$ cat src/rtl/irq_cause_reg.sv
module irq_cause_reg #(
  parameter int EVT_W = 20,
  parameter int C2P_W = 5,
  parameter int P2C_W = 4
) (
  input  logic             clk,
  input  logic             rst_n,
  input  logic [EVT_W-1:0] evt_pulse,
  input  logic             cpu_we,
  input  logic [31:0]      cpu_wdata,
  input  logic             pci_we,
  input  logic [31:0]      pci_wdata,
  input  logic [31:0]      cpu_mask,
  input  logic [31:0]      pci_mask,
  output logic [31:0]      cause,
  output logic             cpu_irq,
  output logic             pci_irq
);
  localparam int C2P_LO = EVT_W + 1;
  localparam int P2C_LO = C2P_LO + C2P_W;
  localparam int PAD_W  = 32 - EVT_W - 1;

  localparam logic [31:0] EV_M  = ((32'd1 << EVT_W) - 32'd1) << 1;
  localparam logic [31:0] C2P_M = ((32'd1 << C2P_W) - 32'd1) << C2P_LO;
  localparam logic [31:0] P2C_M = ((32'd1 << P2C_W) - 32'd1) << P2C_LO;
  localparam logic [31:0] KEEP  = EV_M | C2P_M | P2C_M;

  logic [31:0] q, after_cpu, after_pci, nxt;

  always_comb begin
    after_cpu = q;
    if (cpu_we)
      after_cpu = (q & (cpu_wdata | ~(EV_M | P2C_M))) | (~cpu_wdata & C2P_M);
    after_pci = after_cpu;
    if (pci_we)
      after_pci = (after_cpu & (pci_wdata | ~(EV_M | C2P_M))) | (~pci_wdata & P2C_M);
    nxt = (after_pci | {{PAD_W{1'b0}}, evt_pulse, 1'b0}) & KEEP;
  end

  always_ff @(posedge clk) begin
    if (!rst_n) q <= '0;
    else        q <= nxt;
  end

  assign cause   = {q[31:1], |q};
  assign cpu_irq = |(q & cpu_mask & (EV_M | P2C_M));
  assign pci_irq = |(q & pci_mask & C2P_M);
endmodule

$ cat config.mk
export PLATFORM = sky130hd
export DESIGN_NAME = irq_cause_reg
export DESIGN_NICKNAME = d
export VERILOG_FILES = /design/src/rtl/irq_cause_reg.sv
export SDC_FILE = /design/constraint.sdc
export NUM_CORES = 1
export LEC_CHECK = 0
export ABC_AREA = 1
export BUFFER_PORTS_ARGS = -buffer_cell sky130_fd_sc_hd__buf_4
export CAP_MARGIN = 20
export CORE_AREA = 2 2 72 74
export CTS_BUF_LIST = sky130_fd_sc_hd__clkbuf_4 sky130_fd_sc_hd__clkbuf_8 sky130_fd_sc_hd__clkbuf_16
export CTS_CLUSTER_DIAMETER = 120
export DETAILED_ROUTE_END_ITERATION = 8
export DIE_AREA = 0 0 74 76
export GPL_TIMING_DRIVEN = 0
export PLACE_DENSITY = 0.8
export SLEW_MARGIN = 25
export SYNTH_ARGS = -nofsm -noshare
export SYNTH_HDL_FRONTEND = slang
export SYNTH_SLANG_ARGS = --single-unit
$ cat constraint.sdc
create_clock -name clk -period 1.9 [get_ports clk]
set_clock_uncertainty 0.05 [all_clocks]
set_input_delay 0 -clock clk [delete_from_list [all_inputs] [get_ports clk]]
set_output_delay 0 -clock clk [all_outputs]
set_load 0.005 [all_outputs]
==> results.yml <==
placement:
  dpl-instance-area_um2: 2760
  port_buffers: 142
  finalWeightedCongestion: 0.763
  pre_cts_ws_ns: 0.882
  placed_cells: 460
  detailed_place_hpwl_mm: 4.60
grt:
  grt_pass1_vias: 2407
  antenna_found_initial: 0
  grt_remaining_overflow: 0
  grt_use_total: 0.241
  first_pass_grt_wire_length_mm: 10.5
  grt_max_degree: 11
setup_path:
  cp_cell_instances: "dlygate4sd3_1 -> buf_4 -> or2_0 -> a21oi_1 -> dlygate4sd3_1"
  worst_path_largest_cell_delay_ns: 0.57
  critical-path-slowest-cell: "sky130_fd_sc_hd__dlygate4sd3_1"
  crit_path_frequent_cell: "sky130_fd_sc_hd__dlygate4sd3_1"
  critPathLaunchType: "primary input"
  timing.critical_path.to_type: "flop"
  crit_arrival_ns: 1.62
  reg2reg_depth: 5
  critical_path_peak_fanout: 1
  regToRegSetupSlack_ns: 0.45
  critical_path_required_ns: 2.07
  path_class: "in -> reg"
  worst_r2r_startpoint: "q[20]"
  rr_endpoint: "q[20]"
timing:
  timing_hold_violations_final: 0
  rsz0062_at_grt: "false"
  layout_worst_path_cycle_share: 0.765
  report.final.setup_viol: 0
  final_period_minus_worst_setup_slack_ns: 1.45
  slack_of_the_critical_path_ns: 0.446
  final_max_slew_viols: 0
  finalSetupTns_ns: 0
  fmax_mhz: 688
floorplanning:
  die-width_um: 74
  die_area_um2: 5620
  die_height_um: 76
  number_of_placement_rows: 26
  placeableCoreArea_um2: 4910
  initial_utilization: 0.326
  ioPinCount: 186
yosys:
  yosysWarnings: 0
  netlist-cell-type-count: 18
  syn_avg_cell_area_um2: 6.49
  seq_area_frac_synth: 0.362
  post_synth_inst_count: 247
  summed_instance_area_of_the_synthesized_netlist_um2: 1600
  yosys_register_bits: 29
drt:
  drcViolationCount: 0
  drt_iter0_markers: 89
  drt-wirelength-per-cell_um: 12.9
  drt_pass_1_iters: 4
  drt.antenna.violating_nets: 0
  final_wirelength_mm: 6.73
  drt-vias-per-instance: 4.51
  num_vias: 2358
final_layout:
  areaGrowthSynthToFinish_pct: 113
  multiInputGateArea_um2: 781
  final_cell_mix: "144 x sky130_fd_sc_hd__buf_4, 63 x sky130_fd_sc_hd__nand2_1, 56 x sky130_fd_sc_hd__dlygate4sd3_1"
  filler_cell_count: 414
  finalNonFillerCells: 523
  combined_flip_flop_and_latch_cell_area_um2: 581
  antenna-diode-count: 0
  drive_above_1_share: 0.362
  leading_cell_type_in_the_layout_fill_and_taps_excluded: "sky130_fd_sc_hd__buf_4"
  reg.largest.list: "q (29)"
  largest_reg_flops: 29
  design.final.nets: 605
  design_area_um2: 3410
  top_register: "q"
min_path:
  worst_hold_path_type: "in -> reg"
  min_path_cells: 3
  whs_endpoint: "q[9]"
  min_from: "pci_wdata[9]"
pwr:
  design_power_total_mw: 1.76
  power.density_nw_per_um2: 516
  p_leak_nw: 1.83
  ir_drop_v: 0.000359
status:
  status: "complete, no violations"
clock_network:
  cts_buffer_depth: 2
  cts_root_buffer: "sky130_fd_sc_hd__clkbuf_8"
  cts_tree: "built"
  worst_setup_hold_path_clk_slew_ns: 0.06
  clk_latency_ns: 0.27
  cts.sink_count: 29
  numCtsBuffers: 5
  h_tree_depth: 2
  post-cts-setup-buffers: 0
job:
  maxCapViolCount: 0
[worst max-delay path, delay by kind of cell]
family | cells | cell delay (ns)
AOI/OAI and AO/OA | 1 | 0.18
buffers and inverters | 3 | 1.24
and+or+nand+nor | 1 | 0.21
[kinds of logic (layout without fill, tap and decap cells)]
group | count (synthesis) | count (layout) | share of synthesized area
AOI/OAI and AO/OA | 55 | 55 | 0.221
buffers and inverters | 56 | 261 | 0.153
and+or+nand+nor | 106 | 106 | 0.262
DFF | 29 | 29 | 0.362
other | 1 | 2 | 0.00234
[metrics by stage]
step | util | hold slack [ns]
6_report | 0.694 | 0.00170
5_1_grt | 0.694 | 0.00525
4_1_cts | 0.694 | 0.00261
3_5_place_dp | 0.562 | 0.200
3_3_place_gp | 0.562 | 0.192
2_1_floorplan | - | 0.0583
[cell type report]
class,instances,area share
repair buffers,198,0.477
multi-input cells,163,0.229
flip-flops and latches,29,0.170
inverters,46,0.0506
clock buffers,7,0.0264
well taps,70,0.0257
plain buffers,10,0.0213
[what timing repair did]
item	4_1_cts	5_1_grt
endpoints found under the hold margin	29	0
hold buffers	56	0
gates resized for setup	0	0
[per-layer routing]
layer	routed length [µm]	track usage	vias to the layer above
li1	-	-	1185
met1	2500	0.260	1049
met2	3560	0.437	105
met3	478	0.0542	19
met4	179	0.0982	0
met5	0	0	-
[cells in the mapped netlist (all sizes together)]
cell type   n  share of area
nand2      63           0.15
inv        46           0.11
nor2       33          0.077
dfxtp      29           0.36
a21oi      26          0.081
o211ai     19           0.10
buf         9          0.043
o21ai       5          0.016
o22ai       5          0.020
or2         4          0.016
nand3       3         0.0094
nand4       3          0.012
clkbuf      1         0.0023
conb        1         0.0023
[report_power, final]
part           internal, mW  switching (mW)  leakage (nW)  total (mW)
clock                 0.301           0.222        0.0477       0.523
combinational         0.354           0.186          1.54       0.540
sequential            0.649          0.0472         0.241       0.697
[worst max path at each step]
stage	to	startpoint	slack, ns
floorplan	q[20]	q[20]	1.12
global placement	cause[0]	q[1]	0.88
detailed placement	cause[0]	q[1]	0.88
CTS	q[20]	q[20]	0.44
global route	q[20]	q[20]	0.29
finish	q[26]	pci_wdata[26]	0.45
No activity file was read; power rests on OpenSTA's default activity.
